[config.mk]
export PLATFORM = sky130hd
export DESIGN_NAME = cfg_rom_loader
export DESIGN_NICKNAME = d
export VERILOG_FILES = /design/src/rtl/cfgld_pkg.sv /design/src/rtl/cfgld_sck_div.sv /design/src/rtl/cfgld_frame.sv /design/src/rtl/cfgld_regs.sv /design/src/rtl/cfg_rom_loader.sv
export SDC_FILE = /design/constraint.sdc
export NUM_CORES = 1
export LEC_CHECK = 0
export BUFFER_PORTS_ARGS = -buffer_cell sky130_fd_sc_hd__buf_4
export CAP_MARGIN = 20
export CORE_MARGIN = 2
export CORE_UTILIZATION = 38
export CTS_CLUSTER_DIAMETER = 150
export CTS_CLUSTER_SIZE = 14
export DETAILED_ROUTE_END_ITERATION = 10
export HOLD_SLACK_MARGIN = 0.03
export PLACE_DENSITY = 0.56
export REMOVE_ABC_BUFFERS = 1
export SLEW_MARGIN = 10
export SYNTH_ARGS = -nofsm -noshare
export SYNTH_HDL_FRONTEND = slang
export SYNTH_SLANG_ARGS = --single-unit
[constraint.sdc]
create_clock -name clk -period 2.05 [get_ports clk]
set_input_delay 0.41 -clock clk [delete_from_list [all_inputs] [get_ports clk]]
set_output_delay 0.41 -clock clk [all_outputs]
set_load 0.05 [all_outputs]
[src/rtl/cfgld_pkg.sv]
package cfgld_pkg;
    // Word width returned by the EEPROM per frame.
    localparam int WORD_W = 16;
    // Start bit followed by the two-bit read opcode.
    localparam logic [2:0] RD_HEAD = 3'b110;

    typedef enum logic [1:0] {SQ_BOOT, SQ_FETCH, SQ_DONE} seq_e;
    typedef enum logic {FR_IDLE, FR_RUN} frm_e;
endpackage

[src/rtl/cfgld_sck_div.sv]
module cfgld_sck_div #(
    parameter int DIV = 4
) (
    input  logic clk,
    input  logic rst_n,
    output logic fall_o,
    output logic rise_o
);
    localparam int CW   = (DIV > 2) ? $clog2(DIV) : 1;
    localparam int HALF = DIV / 2;

    typedef struct packed {
        logic [CW-1:0] cnt;
    } div_t;

    div_t div_d, div_q;

    always_comb begin
        div_d = div_q;
        if (div_q.cnt == CW'(DIV - 1)) div_d.cnt = '0;
        else                           div_d.cnt = div_q.cnt + 1'b1;
    end

    always_ff @(posedge clk or negedge rst_n) begin
        if (!rst_n) div_q <= '0;
        else        div_q <= div_d;
    end

    assign fall_o = (div_q.cnt == '0);
    assign rise_o = (div_q.cnt == CW'(HALF));
endmodule

[src/rtl/cfgld_frame.sv]
module cfgld_frame
    import cfgld_pkg::*;
#(
    parameter int ADDR_W = 6
) (
    input  logic              clk,
    input  logic              rst_n,
    input  logic              fall_i,
    input  logic              rise_i,
    input  logic              start_i,
    input  logic [ADDR_W-1:0] addr_i,
    input  logic              di_i,
    output logic              cs_o,
    output logic              sck_o,
    output logic              do_o,
    output logic              busy_o,
    output logic              vld_o,
    output logic [WORD_W-1:0] word_o
);
    localparam int CMD_W  = 3 + ADDR_W;
    localparam int SLOTS  = CMD_W + 1 + WORD_W;
    localparam int SLOT_W = $clog2(SLOTS);

    typedef struct packed {
        frm_e              st;
        logic              cs;
        logic              sck;
        logic              dout;
        logic              vld;
        logic [SLOT_W-1:0] slot;
        logic [CMD_W-1:0]  cmd;
        logic [WORD_W-1:0] data;
    } fr_t;

    fr_t fr_d, fr_q;

    always_comb begin
        fr_d     = fr_q;
        fr_d.vld = 1'b0;
        case (fr_q.st)
            FR_IDLE: begin
                // A frame only opens on a falling-edge strobe, so the
                // select stays low for at least one full serial period.
                if (start_i && fall_i) begin
                    fr_d.st   = FR_RUN;
                    fr_d.cs   = 1'b1;
                    fr_d.slot = '0;
                    fr_d.cmd  = {RD_HEAD, addr_i};
                    fr_d.dout = RD_HEAD[2];
                end
            end
            FR_RUN: begin
                if (rise_i) begin
                    fr_d.sck = 1'b1;
                    if (fr_q.slot >= SLOT_W'(CMD_W + 1))
                        fr_d.data = {fr_q.data[WORD_W-2:0], di_i};
                end else if (fall_i) begin
                    fr_d.sck = 1'b0;
                    if (fr_q.slot == SLOT_W'(SLOTS - 1)) begin
                        fr_d.st   = FR_IDLE;
                        fr_d.cs   = 1'b0;
                        fr_d.dout = 1'b0;
                        fr_d.vld  = 1'b1;
                    end else begin
                        fr_d.slot = fr_q.slot + 1'b1;
                        fr_d.cmd  = {fr_q.cmd[CMD_W-2:0], 1'b0};
                        fr_d.dout = fr_d.cmd[CMD_W-1];
                    end
                end
            end
            default: fr_d.st = FR_IDLE;
        endcase
    end

    always_ff @(posedge clk or negedge rst_n) begin
        if (!rst_n) fr_q <= '0;
        else        fr_q <= fr_d;
    end

    assign cs_o   = fr_q.cs;
    assign sck_o  = fr_q.sck;
    assign do_o   = fr_q.dout;
    assign busy_o = (fr_q.st != FR_IDLE);
    assign vld_o  = fr_q.vld;
    assign word_o = fr_q.data;
endmodule

[src/rtl/cfgld_regs.sv]
module cfgld_regs
    import cfgld_pkg::*;
#(
    parameter int         N_BYTES = 64,
    parameter logic [7:0] DEF_XOR = 8'hA5
) (
    input  logic                           clk,
    input  logic                           rst_n,
    input  logic                           def_en,
    input  logic                           wr_en,
    input  logic [$clog2(N_BYTES)-2:0]     wr_idx,
    input  logic [WORD_W-1:0]              wr_word,
    output logic [N_BYTES*8-1:0]           bytes_o
);
    typedef logic [N_BYTES-1:0][7:0] bank_t;

    bank_t rf_d, rf_q;

    always_comb begin
        rf_d = rf_q;
        if (def_en) begin
            for (int i = 0; i < N_BYTES; i++)
                rf_d[i] = DEF_XOR ^ 8'(i);
        end else if (wr_en) begin
            rf_d[{wr_idx, 1'b0}] = wr_word[WORD_W-1:8];
            rf_d[{wr_idx, 1'b1}] = wr_word[7:0];
        end
    end

    always_ff @(posedge clk or negedge rst_n) begin
        if (!rst_n) rf_q <= '0;
        else        rf_q <= rf_d;
    end

    assign bytes_o = rf_q;
endmodule

[src/rtl/cfg_rom_loader.sv]
module cfg_rom_loader
    import cfgld_pkg::*;
#(
    parameter int         DIV     = 4,
    parameter int         ADDR_W  = 6,
    parameter int         N_BYTES = 64,
    parameter logic [7:0] DEF_XOR = 8'hA5
) (
    input  logic                 clk,
    input  logic                 rst_n,
    input  logic                 ee_enable,
    input  logic                 ee_di,
    output logic                 ee_cs,
    output logic                 ee_sck,
    output logic                 ee_do,
    output logic                 load_done,
    output logic [N_BYTES*8-1:0] cfg_bytes
);
    localparam int N_WORDS = N_BYTES / 2;
    localparam int WIDX_W  = $clog2(N_WORDS);

    typedef struct packed {
        seq_e              st;
        logic [WIDX_W-1:0] widx;
        logic              done;
    } sq_t;

    sq_t sq_d, sq_q;

    logic              fall_s, rise_s;
    logic              start_s, busy_s, vld_s;
    logic              wr_en_s, def_en_s;
    logic [WORD_W-1:0] word_s;

    cfgld_sck_div #(.DIV(DIV)) u_div (
        .clk    (clk),
        .rst_n  (rst_n),
        .fall_o (fall_s),
        .rise_o (rise_s)
    );

    cfgld_frame #(.ADDR_W(ADDR_W)) u_frame (
        .clk     (clk),
        .rst_n   (rst_n),
        .fall_i  (fall_s),
        .rise_i  (rise_s),
        .start_i (start_s),
        .addr_i  (ADDR_W'(sq_q.widx)),
        .di_i    (ee_di),
        .cs_o    (ee_cs),
        .sck_o   (ee_sck),
        .do_o    (ee_do),
        .busy_o  (busy_s),
        .vld_o   (vld_s),
        .word_o  (word_s)
    );

    cfgld_regs #(.N_BYTES(N_BYTES), .DEF_XOR(DEF_XOR)) u_regs (
        .clk     (clk),
        .rst_n   (rst_n),
        .def_en  (def_en_s),
        .wr_en   (wr_en_s),
        .wr_idx  (sq_q.widx),
        .wr_word (word_s),
        .bytes_o (cfg_bytes)
    );

    always_comb begin
        sq_d     = sq_q;
        start_s  = 1'b0;
        wr_en_s  = 1'b0;
        def_en_s = 1'b0;
        case (sq_q.st)
            SQ_BOOT: begin
                // The enable pin is looked at only here, once per reset.
                if (ee_enable) begin
                    sq_d.st = SQ_FETCH;
                end else begin
                    def_en_s  = 1'b1;
                    sq_d.st   = SQ_DONE;
                    sq_d.done = 1'b1;
                end
            end
            SQ_FETCH: begin
                start_s = !busy_s && !vld_s;
                if (vld_s) begin
                    wr_en_s = 1'b1;
                    if (sq_q.widx == WIDX_W'(N_WORDS - 1)) begin
                        sq_d.st   = SQ_DONE;
                        sq_d.done = 1'b1;
                    end else begin
                        sq_d.widx = sq_q.widx + 1'b1;
                    end
                end
            end
            default: sq_d.st = SQ_DONE;
        endcase
    end

    always_ff @(posedge clk or negedge rst_n) begin
        if (!rst_n) sq_q <= '{st: SQ_BOOT, widx: '0, done: 1'b0};
        else        sq_q <= sq_d;
    end

    assign load_done = sq_q.done;
endmodule

==> impl_summary.md, run 1 <==
Status
The flow ran to the end, and the final reports show no timing, DRC or antenna violations.

Route
The routed length on met3 is 6310 µm. The uppermost signal routing layer after detailed routing is met4. The routed length per instance is 26.7 µm. Before antenna repair, the detailed router went through 5 iterations.

In this run the remaining antenna-violating nets after routing total 0. The detailed route wirelength on metal2 is 42000 µm. For this block, wires on met1 add up to 38900 µm. The DRC marker count from the first detailed-route iteration is 1741. The total wirelength of the detailed-routed design is ~90000 µm. The vias after detailed routing is 19800.

In the routed layout, each cell is associated on average with a via count of approximately 5.9. After detailed routing, the number of remaining DRC violations is 0.

Die
The width of the die is between 200 and 300 µm. The area of the core is approximately 0.060 mm². 520 I/O pins were placed. The initial core utilization is a little under two fifths. The die covers 0.0630 mm². In this run the core area contains 90 standard-cell rows. The die span in y is 251 µm.

Cells and area
The antenna diode count is 0. The sequential cells in the finished layout cover a total of 0.0139 mm². Relative to the synthesized area, the layout overhead comes to 28.6%.

Cells with a size suffix above 1 make up 30.0% of the layout. The multi-input logic area is 0.00804 mm². The post-layout instance area is 0.0298 mm². The number of nets in the final layout is 2584. The commonest non-fill, non-tap cell in the layout is sky130_fd_sc_hd__buf_4. The library cells used most frequently in the layout, excluding fill and tap cells, are 606 x sky130_fd_sc_hd__buf_4, 556 x sky130_fd_sc_hd__dfrtp_1, 233 x sky130_fd_sc_hd__a21oi_1, 216 x sky130_fd_sc_hd__o211ai_1, 187 x sky130_fd_sc_hd__o21ai_0.

The number of fill cells is 5517.

Global route
The number of antenna violations at the first check in global routing is 0. The first global-routing pass estimated 133000 µm of wire. The global-route congestion overflow total is 0.

Entering global routing, the biggest net connects approximately 130 pins. The number of global-route vias before repair is 19500. Across every metal layer, demand over resource in global routing totals 27.9%.

Hold path
The worst hold path passes through 2 cells. The path class of the tightest hold or removal check is in2reg. The source of the worst hold timing path is ee_di. The path with the worst hold slack has its endpoint at u_frame.word_o[0]$_DFFE_PN0P_.

Critical path
The buffer and inverter count on the worst path is 0. In this design, the stage delay of the slowest critical-path cell is around 430 ps. STA classifies the critical path startpoint as a register. The endpoint class of the critical path is a register. The start of the worst register-to-register path is sq_q[1]$_DFFE_PN0P_. Of all nets on the critical path, the largest fanout is 5. The endpoint identified for the worst register-to-register timing path is sq_q[5]$_DFFE_PN0P_. In this run the register-to-register setup slack is 100 ps.

The arrival time at the worst endpoint is 2420 ps. The highest-delay cell along the critical path is sky130_fd_sc_hd__dfrtp_1. The number of cells on the worst reg-to-reg path is 5. In this design, the critical path's most frequently occurring cell is sky130_fd_sc_hd__ha_1. The setup path with the least slack is of type reg2reg. The critical path goes through ha_1 > and3_1 > ha_1 > and4bb_1 > mux2_2. On the critical path the largest part of the delay comes from simple AND/OR/NAND/NOR gates. Data on the critical path is required at its endpoint by 2520 ps.

Synthesis
Each instance of the synthesized netlist takes up on average between 10 and 15 µm². Counting flops with a built-in enable in the synthesized netlist gives 0. The number of instances in the synthesized netlist is between 2000 and 2500.

The cell area that synthesis handed to floorplanning was ~0.023 mm². The flop and latch count out of synthesis is 556. After synthesis, flip-flops and latches occupy 60.0% of the total area. The top flip-flop cell by instance count after synthesis is sky130_fd_sc_hd__dfrtp_1. The number of warnings issued by yosys is 0. Counting flops with an async set or reset pin after synthesis yields a share of 100%. The number of distinct library cells after synthesis is 53.

STA
The actual slew at the worst max-slew pin is 596 ps. Setup violations remaining at the end of the flow were counted as 0. For this run, the top clock speed supported by timing is 512 MHz. In the finished design, the share of the clock period the worst path needs comes to 95.2%. The worst pin sits at a relative slew slack of 60.3%. Setup repair after global routing left no endpoint under its margin. The number of slew-limit violations in the final report came to 0.

The post-route clock skew is 18.3 ps. For the final routed database, the setup TNS stands at 0 ps. The routed design could run at a clock period as short as between 1500 and 2000 ps. The post-route worst hold slack is roughly 100 ps.

The number of hold violations in the final report is 0.

Power
The power share of the clock group is 34.2%. The switching power is 6980 µW. In this run the static leakage power is between 0.01 and 0.015 µW. The total power draw is 23700 µW.

The internal power of the cells totals between 15000 and 20000 µW. VDD sags by at most approximately 0.5 mV. Net switching is 29.5% of the power.

In this run the power density over the cells is 794 mW/mm². The part of the total power dissipated in sequential elements is between 50% and 60%. The share of total power in combinational logic is 15.0%.

CTS
The latest clock arrival within the worst-skew pair is 590 ps. Counting the buffers created by CTS gives 45. The clock net sink count is about 560. The largest buffer count on any clock path is 3. The deepest level of the CTS H-tree is 2. TritonCTS built the clock tree.

The clock tree root driver cell is sky130_fd_sc_hd__clkbuf_16. Clock-pin slew was measured on the worst setup and hold paths at around 70 ps.

Place
The count of port buffers added during placement is 519. The placed instances occupy a cell area of 0.0286 mm². The global placer's final weighted congestion is 0.866. The placed wire-length estimate after detailed placement is 59400 µm.

Run
Max-cap violations in this run came to 0.
cell families after synthesis:
kind of cell / share of synthesized area [%]
compound gates: 23.8
xor+xnor: 0.113
fa+ha+maj: 0.594
buf+inv: 5.69
flops: 60.0
mux: 2.82
simple gates: 6.98
repair_timing:
item / CTS / global route
hold endpoints to repair: 30 / 0
buffers inserted: 0 / 0
gates resized for setup: 0 / 3
endpoints found under the setup margin: 0 / 36
hold buffers: 1 / 0
flip-flops by register name, summed over array words and instances, names as in the netlist, 2 cells and up:
name,flops
sq_q,7
u_frame.word_o,16
u_regs.bytes_o,512
u_frame.fr_q,13
u_div.div_q,2
per-stage QoR:
| stage | instances | util (%) | setup slack [ps] |
|---|---|---|---|
| 3_5_place_dp | 3303 | 47.3 | 113 |
| 2_1_floorplan | 1861 | - | -5420 |
| 6_report | 3353 | 49.4 | 98.0 |
| 4_1_cts | 3353 | 49.4 | 100 |
| 5_1_grt | 3353 | 49.4 | 0.288 |
| 3_3_place_gp | 3303 | 47.3 | 183 |
cell usage after synthesis (2+ instances only):
master | count | share of area [%]
sky130_fd_sc_hd__a211oi_1 | 181 | 5.9
sky130_fd_sc_hd__a21oi_1 | 233 | 5.0
sky130_fd_sc_hd__a22o_1 | 4 | 0.15
sky130_fd_sc_hd__a31oi_1 | 2 | 0.054
sky130_fd_sc_hd__a41oi_1 | 2 | 0.076
sky130_fd_sc_hd__and3_1 | 2 | 0.054
sky130_fd_sc_hd__and3b_1 | 4 | 0.15
sky130_fd_sc_hd__and4b_1 | 5 | 0.22
sky130_fd_sc_hd__buf_1 | 6 | 0.097
sky130_fd_sc_hd__buf_2 | 102 | 2.2
sky130_fd_sc_hd__buf_4 | 14 | 0.45
sky130_fd_sc_hd__buf_6 | 25 | 1.2
sky130_fd_sc_hd__clkbuf_1 | 97 | 1.6
sky130_fd_sc_hd__dfrtp_1 | 556 | 60
sky130_fd_sc_hd__ha_1 | 11 | 0.59
sky130_fd_sc_hd__inv_1 | 8 | 0.13
sky130_fd_sc_hd__mux2_2 | 17 | 0.83
sky130_fd_sc_hd__mux2i_1 | 45 | 1.9
sky130_fd_sc_hd__nand2_1 | 91 | 1.5
sky130_fd_sc_hd__nand2_2 | 2 | 0.054
sky130_fd_sc_hd__nand2b_1 | 5 | 0.13
sky130_fd_sc_hd__nand3_1 | 28 | 0.60
sky130_fd_sc_hd__nand3b_1 | 4 | 0.13
sky130_fd_sc_hd__nand4b_1 | 5 | 0.19
sky130_fd_sc_hd__nor2_1 | 105 | 1.7
sky130_fd_sc_hd__nor2_2 | 11 | 0.30
sky130_fd_sc_hd__nor2_4 | 3 | 0.15
sky130_fd_sc_hd__nor3_1 | 52 | 1.1
sky130_fd_sc_hd__nor3b_2 | 2 | 0.11
sky130_fd_sc_hd__o211ai_1 | 216 | 7.0
sky130_fd_sc_hd__o21ai_0 | 187 | 4.0
sky130_fd_sc_hd__o21ai_1 | 52 | 1.1
sky130_fd_sc_hd__o221a_2 | 4 | 0.19
sky130_fd_sc_hd__o22ai_1 | 2 | 0.054
sky130_fd_sc_hd__or3_1 | 2 | 0.054
sky130_fd_sc_hd__or3b_1 | 3 | 0.11
sky130_fd_sc_hd__xnor2_1 | 2 | 0.076
power groups by stage:
stage               clock network [µW]  registers, µW  logic, µW
floorplan                            0          13800        535
global placement                     0          12200       3540
detailed placement                   0          12200       3590
CTS                               8270          12000       3590
global route                      8650          12000       3760
finish                            8100          12000       3560
layer usage:
metal | GRT usage, % | vias to the layer above
li1 | - | 8624
met3 | 4.69 | 117
met1 | 40.0 | 10200
met5 | 0 | -
met2 | 44.2 | 863
met4 | 6.87 | 0
worst reg2reg max path, cell delays in order, from the launching register on:
cell and delay [ps]:
sky130_fd_sc_hd__dfrtp_1 430, sky130_fd_sc_hd__ha_1 250, sky130_fd_sc_hd__and3_1 190, sky130_fd_sc_hd__ha_1 210
sky130_fd_sc_hd__and4bb_1 400, sky130_fd_sc_hd__mux2_2 360
worst max-delay path by stage:
stage / start / endpoint / slack, ps / depth (start not counted)
after floorplan: sq_q[7]$_DFFE_PN0P_ / u_regs.bytes_o[208]$_DFFE_PN0P_ / -5420 / 3
after global placement: sq_q[2]$_DFFE_PN0P_ / u_regs.bytes_o[149]$_DFFE_PN0P_ / 180 / 6
after detailed placement: sq_q[2]$_DFFE_PN0P_ / u_regs.bytes_o[17]$_DFFE_PN0P_ / 110 / 6
after CTS: sq_q[2]$_DFFE_PN0P_ / u_regs.bytes_o[145]$_DFFE_PN0P_ / 100 / 6
after global routing: sq_q[1]$_DFFE_PN0P_ / u_regs.bytes_o[422]$_DFFE_PN0P_ / 0.3 / 6
final: sq_q[1]$_DFFE_PN0P_ / sq_q[5]$_DFFE_PN0P_ / 100 / 5
area by class of cell:
class,instances,area share [%]
clock buffers,47,3.95
clock inverters,2,0.130
inverters,8,0.101
multi-input cells,1297,27.0
flip-flops and latches,556,46.7
well taps,782,3.28
repair buffers,661,18.9
No activity file was read; power rests on OpenSTA's default activity.
==> run 2: changes to the inputs <==
==> constraint.sdc (replaced) <==
create_clock -name clk -period 2.05 [get_ports clk]
set_input_delay 0.205 -clock clk [delete_from_list [all_inputs] [get_ports clk]]
set_output_delay 0.205 -clock clk [all_outputs]
set_load 0.05 [all_outputs]
==> impl_summary.md, run 2 (synthesis results as in run 1) <==
STA
The maximum frequency from static timing analysis is 508 MHz (-0.84%). The post-route worst hold slack is 156 ps (+53.2 ps). The slack of the critical path is 81.4 ps (-16.6 ps). The actual slew at the worst max-slew pin is 854 ps (+258 ps). The number of hold violations in the final report is 0 (unchanged).

The relative slew slack is 43.0% (-17 points). Setup repair after global routing could not meet its margin everywhere. The final setup violation count is 0 (unchanged).

The post-route minimum period is 1970 ps (+16.6 ps). The number of slew-limit violations in the final report is 0 (unchanged). The fraction of the cycle the final worst path needs is 96.0% (+0.81 points).

The post-route clock skew is 25.4 ps (+7.10 ps).

Place
The count of port buffers added during placement is 519 (unchanged). The placed wire-length estimate after detailed placement is 58600 µm (-1.4%). The total placed cells including tap cells was 3294 (-0.27%).

The global placer's final weighted congestion is 0.846 (-2.3%). The setup slack at placement is -14.1 ps (-127 ps).

Critical path
Traced cell by cell, the critical path runs through buf_4 > nand4b_1 > buf_12 > nor2_1 > a21oi_1. The buffer and inverter count on the worst path is 2 (+2). The critical path is of the reg2reg type. STA classifies the critical path endpoint as a register. The data required time of the worst path came to 2500 ps (-20 ps).

STA classifies the critical path startpoint as a register. The arrival time at the worst endpoint is 2420 ps (about the same). The worst register-to-register path ends at u_regs.bytes_o[305]$_DFFE_PN0P_.

The minimum setup slack among reg-to-reg paths is 80 ps (-20 ps). The start of the worst register-to-register path is sq_q[7]$_DFFE_PN0P_. The timing startpoint of the critical path is sq_q[7]$_DFFE_PN0P_. The critical path's largest stage delay was 450 ps (+20 ps). The number of cells on the worst reg-to-reg path is 5 (unchanged).

On the critical path the largest part of the delay comes from simple AND/OR/NAND/NOR gates. The number of gates on the worst path with buffers counted came to 5 (unchanged). Among all stages on the critical path, the largest delay is contributed by sky130_fd_sc_hd__dfrtp_1. The worst-path maximum fanout is 59 (+54).

Hold path
The kind of path behind the tightest hold check is in2async.

Cells and area
The post-route non-filler standard cell count is 3353 (unchanged). The flip-flop count of the largest register after layout came to 512 (unchanged). The layout cell share with drive strength beyond 1 was 30.1% (+0.051 points). The library cell used most frequently in the layout, excluding fill and tap cells, is sky130_fd_sc_hd__buf_4. In the layout the commonest cells are 603 x sky130_fd_sc_hd__buf_4, 556 x sky130_fd_sc_hd__dfrtp_1, 233 x sky130_fd_sc_hd__a21oi_1, 216 x sky130_fd_sc_hd__o211ai_1, 187 x sky130_fd_sc_hd__o21ai_0. The relative area change from synthesis to final layout was 28.5% (about the same).

The final core utilization came to 49.3% (about the same). The number of nets in the final layout is 2583 (-0.039%).

Power
The part of the total power dissipated in sequential elements is 50.8% (about the same). The share of total power in combinational logic came to 15.1% (about the same). The static power due to leakage is 0.0128 µW (-0.15%). The power density normalized to cell area is 793 mW/mm² (-0.10%). The power share of the clock group is 34.1% (about the same). The total power draw is 23600 µW (-0.19%). The maximum vdd ir drop is 0.531 mV (+7.1%).

The switching share of total power came to 29.9% (+0.44 points). The internal power consumption is 16600 µW (-0.81%). The switching power is 7070 µW (+1.3%).

CTS
The TritonCTS clock tree is yes. The clock net sink count is 556 (unchanged). The TritonCTS buffer count is 45 (unchanged). The deepest level of the CTS H-tree is 2 (unchanged). The clock-pin slew on the worst setup and hold paths is 70 ps (about the same).

The clock tree root driver cell is sky130_fd_sc_hd__clkbuf_16. The largest buffer count on any clock path came to 3 (unchanged). The latest clock arrival within the worst-skew pair is 610 ps (+20 ps).

Die
The initial core utilization is 38.4% (unchanged). The die span in y is 251 µm (unchanged). The I/O pin count came to 520 (unchanged).

The area of the core is 0.0604 mm² (unchanged). The width of the die came to 251 µm (unchanged). The number of placement rows is 90 (unchanged). The die footprint is 0.0630 mm² (unchanged).

Route
The vias after detailed routing is 19900 (+0.79%). The count of TritonRoute iterations in the first routing pass is 5 (unchanged). The number of antenna-violating nets in the routed design is 0 (unchanged). The DRC marker count from the first detailed-route iteration is 1658 (-4.8%).

The final routed DRC violation total is 0 (unchanged). The via density per instance came to 5.95 (+0.79%). The total wirelength of the detailed-routed design is 91500 µm (+2.4%). The routed length per instance is 27.3 µm (+2.4%).

Global route
The number of global-route vias before repair is 19900 (+1.7%). The maximum number of pins on one net before global-route repair came to 123 (-1.6%). The global-route wire length before repair is 134000 µm (+0.59%). The number of antenna violations at the first check in global routing came to 0 (unchanged). The global-route congestion overflow total came to 0 (unchanged). The combined global-route utilization of all metal layers was 28.1% (+0.26 points).

Status
The flow ran to the end, and the final reports show no timing, DRC or antenna violations.

Run
The number of max-cap violations is 0 (unchanged).
-- run 2: changes by cell type in the layout (fill, tap and decap cells not counted), moves of 2 or more --
cell / previous run / this run
sky130_fd_sc_hd__clkinv_8: 0 / 2
sky130_fd_sc_hd__nand2_1: 90 / 88
sky130_fd_sc_hd__dlygate4sd3_1: 1 / 3
sky130_fd_sc_hd__nand2_2: 3 / 5
sky130_fd_sc_hd__buf_6: 0 / 4
sky130_fd_sc_hd__buf_4: 606 / 603
sky130_fd_sc_hd__buf_12: 53 / 46
-- run 2: repair_timing --
action,in CTS,in global routing
endpoints found under the setup margin,4,171
hold endpoints to repair,106,0
cloned,0,2
hold buffers,3,0
resized for setup,2,9
pin swaps,0,3
setup buffers,0,4
-- run 2: through the flow --
stage | setup TNS (ps) | instance area [µm²]
after floorplan | -2288450 | 21900
after global placement | -317 | 28400
after detailed placement | -14.1 | 28400
after CTS | 0 | 29700
after global routing | -2.79 | 29800
final | 0 | 29800
-- run 2: final cells by class --
class                      count  area (µm²)
sequential                   556       13900
timing repair buffer         660        5620
clock buffer                  45        1130
multi-input combinational   1297        8040
inverter                       8        30.0
fill                        5501       30600
tap                          782         978
antenna                        1        2.50
clock inverter                 4        71.3
-- run 2: layer usage --
metal | wire (µm) | vias up | GRT usage (%) | part of all wire (%)
met2 | 42500 | 994 | 43.7 | 46
met1 | 38800 | 10100 | 38.9 | 42
li1 | - | 8640 | - | -
met4 | 3350 | 0 | 10.3 | 3.7
met3 | 6820 | 173 | 6.08 | 7.5
met5 | 0 | - | 0 | 0
-- run 2: worst max path at each step --
| stage | endpoint | slack [ps] |
|---|---|---|
| 6_report | u_regs.bytes_o[305]$_DFFE_PN0P_ | 80 |
| 5_1_grt | u_regs.bytes_o[317]$_DFFE_PN0P_ | -3 |
| 4_1_cts | u_regs.bytes_o[321]$_DFFE_PN0P_ | 5 |
| 3_5_place_dp | u_regs.bytes_o[277]$_DFFE_PN0P_ | -10 |
| 3_3_place_gp | u_regs.bytes_o[100]$_DFFE_PN0P_ | -40 |
| 2_1_floorplan | u_regs.bytes_o[208]$_DFFE_PN0P_ | -5420 |
-- run 2: power groups by stage --
stage | combinational [µW] | sequential, µW | clock (µW)
after floorplan | 535 | 13800 | 0
after global placement | 3550 | 12200 | 0
after detailed placement | 3600 | 12200 | 0
after CTS | 3610 | 12000 | 8230
after global routing | 3760 | 12000 | 8640
final | 3580 | 12000 | 8050
==> run 3: changes to the inputs <==
--- a/config.mk
+++ b/config.mk
@@ -13,6 +13,7 @@
 export CTS_CLUSTER_SIZE = 14
 export DETAILED_ROUTE_END_ITERATION = 10
 export HOLD_SLACK_MARGIN = 0.03
+export MAX_ROUTING_LAYER = met4
 export PLACE_DENSITY = 0.56
 export REMOVE_ABC_BUFFERS = 1
 export SLEW_MARGIN = 10
==> impl_summary.md, run 3 (synthesis results as in run 1) <==
Critical path
The worst setup path is launched from a register. The data required time of the worst path is 2500 ps (about the same). The endpoint class of the critical path is a register. The worst-path maximum fanout was 59 (unchanged). The worst setup path is of the reg2reg kind. The arrival time at the worst endpoint is 2400 ps (-20 ps).

Global route
The maximum number of pins on one net before global-route repair is 123 (unchanged). The number of global-route vias before repair is 19800 (-0.19%). The global-route congestion overflow total is 0 (unchanged). The number of antenna violations at the first check in global routing is 0 (unchanged). The combined global-route utilization of all metal layers is 29.0% (+0.87 points). The global-route wire length before repair came to 134000 µm (about the same).

Die
The initial core utilization is 38.4% (unchanged). The number of placement rows is 90 (unchanged). The die footprint came to 0.0630 mm² (unchanged).

The area of the core is 0.0604 mm² (unchanged). The I/O pin count is 520 (unchanged). The width of the die was 251 µm (unchanged). The die span in y is 251 µm (unchanged).

Place
The global placer's final weighted congestion is 0.860 (+1.6%). The count of port buffers added during placement came to 519 (unchanged). The total placed cells including tap cells came to 3294 (unchanged). The setup slack at placement came to -14.1 ps (unchanged). The placed standard-cell area is 0.0284 mm² (unchanged).

The placed wire-length estimate after detailed placement is 58600 µm (unchanged).

CTS
The latest clock arrival within the worst-skew pair is 600 ps (about the same). The clock net sink count is 556 (unchanged). The clock-pin slew on the worst setup and hold paths is 70 ps (about the same). The TritonCTS buffer count is 45 (unchanged). The deepest level of the CTS H-tree was 2 (unchanged).

The TritonCTS clock tree is yes. The largest buffer count on any clock path is 3 (unchanged). The clock tree root driver cell is sky130_fd_sc_hd__clkbuf_16.

STA
The actual slew at the worst max-slew pin was 902 ps (+47.9 ps). The final setup violation count came to 0 (unchanged). The number of slew-limit violations in the final report came to 0 (unchanged).

The post-route minimum period is 1950 ps (-21.1 ps). The relative slew slack is 39.8% (-3.2 points). Setup repair after global routing left no endpoint under its margin.

The fraction of the cycle the final worst path needs was 95.0% (-1.0 points). The post-route clock skew is 25.6 ps (+0.127 ps). The maximum frequency from static timing analysis is 513 MHz (+1.1%). The number of hold violations in the final report was 0 (unchanged). The slack of the critical path is 103 ps (+21.1 ps).

Run
The number of max-cap violations came to 0 (unchanged).

Route
The count of TritonRoute iterations in the first routing pass is 5 (unchanged). The number of antenna-violating nets in the routed design was 0 (unchanged). The DRC marker count from the first detailed-route iteration was 1645 (-0.78%). The final routed DRC violation total was 0 (unchanged).

The via density per instance was 5.93 (-0.36%). The routed length per instance is 27.2 µm (-0.27%). The vias after detailed routing is 19900 (-0.39%). The total wirelength of the detailed-routed design was 91200 µm (-0.30%).

Cells and area
The number of nets in the final layout is 2583 (unchanged). The post-route non-filler standard cell count came to 3352 (-0.030%). The final core utilization is 49.4% (about the same). The antenna diode count is 0 (-1).

Leaving out fill and tap cells, the most frequent cell in the layout is sky130_fd_sc_hd__buf_4. The flip-flop count of the largest register after layout was 512 (unchanged). The relative area change from synthesis to final layout is 28.6% (about the same). The post-layout instance area is 0.0298 mm² (about the same). The layout cell share with drive strength beyond 1 was 30.1% (+0.039 points). In the layout the commonest cells are 603 x sky130_fd_sc_hd__buf_4, 556 x sky130_fd_sc_hd__dfrtp_1, 233 x sky130_fd_sc_hd__a21oi_1, 216 x sky130_fd_sc_hd__o211ai_1, 187 x sky130_fd_sc_hd__o21ai_0.

Power
The total power draw is 23600 µW (about the same). The maximum vdd ir drop is 0.538 mV (+1.3%). The power density normalized to cell area was 793 mW/mm² (about the same). The static power due to leakage is 0.0128 µW (about the same).

Hold path
The kind of path behind the tightest hold check is in2async.

Status
The flow ran to the end, and the final reports show no timing, DRC or antenna violations.
==> run 3: timing repair <==
action | in CTS | in global routing
setup endpoints to repair | 4 | 170
endpoints found under the hold margin | 106 | 0
pin swaps | 0 | 3
hold buffers | 3 | 0
setup buffers | 0 | 4
gates resized for setup | 2 | 12
cloned | 0 | 2
==> run 3: layer usage <==
metal / vias to the layer above / GRT usage [%] / share of wire (%)
li1: 8630 / - / -
met1: 10100 / 39.1 / 42
met2: 983 / 43.6 / 46
met3: 170 / 5.94 / 7.7
met4: 0 / 10.3 / 3.6
met5: - / - / 0
==> run 3: through the flow <==
step	setup TNS, ps	hold slack, ps
after floorplan	-2288450	-90.6
after global routing	0	185
after CTS	0	163
after detailed placement	-14.1	222
after global placement	-317	214
final	0	163
==> run 3: worst paths after layout <==
path,from,end,slack (ps),cells past startpoint
worst max-delay path,sq_q[7]$_DFFE_PN0P_,u_regs.bytes_o[305]$_DFFE_PN0P_,100,5
worst min-delay path,rst_n,u_regs.bytes_o[503]$_DFFE_PN0P_,160,2
worst max register to register,sq_q[7]$_DFFE_PN0P_,u_regs.bytes_o[305]$_DFFE_PN0P_,100,5
worst min register to register,u_div.div_q[0]$_DFF_PN0_,u_div.div_q[0]$_DFF_PN0_,460,1
max in group asynchronous,rst_n,u_regs.bytes_o[468]$_DFFE_PN0P_,1010,3
min in group clk,ee_di,u_frame.word_o[0]$_DFFE_PN0P_,410,3
==> run 3: where the power goes <==
group / internal (µW) / switching [µW]
combinational: 1010 / 2570
sequential: 11500 / 488
clock: 4030 / 4010
==> run 3: area by class of cell <==
cell class                      count  area, µm²
Tap cell                          782        978
Multi-Input combinational cell   1297       8050
Inverter                            8       30.0
Clock inverter                      4       71.3
Clock buffer                       45       1130
Sequential cell                   556      13900
Fill cell                        5500      30600
Timing Repair Buffer              660       5620
==> run 3: critical path: stages, from the launching register on <==
cell and delay, ps:
sky130_fd_sc_hd__dfrtp_1 450, sky130_fd_sc_hd__buf_4 200, sky130_fd_sc_hd__nand4b_1 270, sky130_fd_sc_hd__buf_12 260, sky130_fd_sc_hd__nor2_1 370, sky130_fd_sc_hd__a21oi_1 150
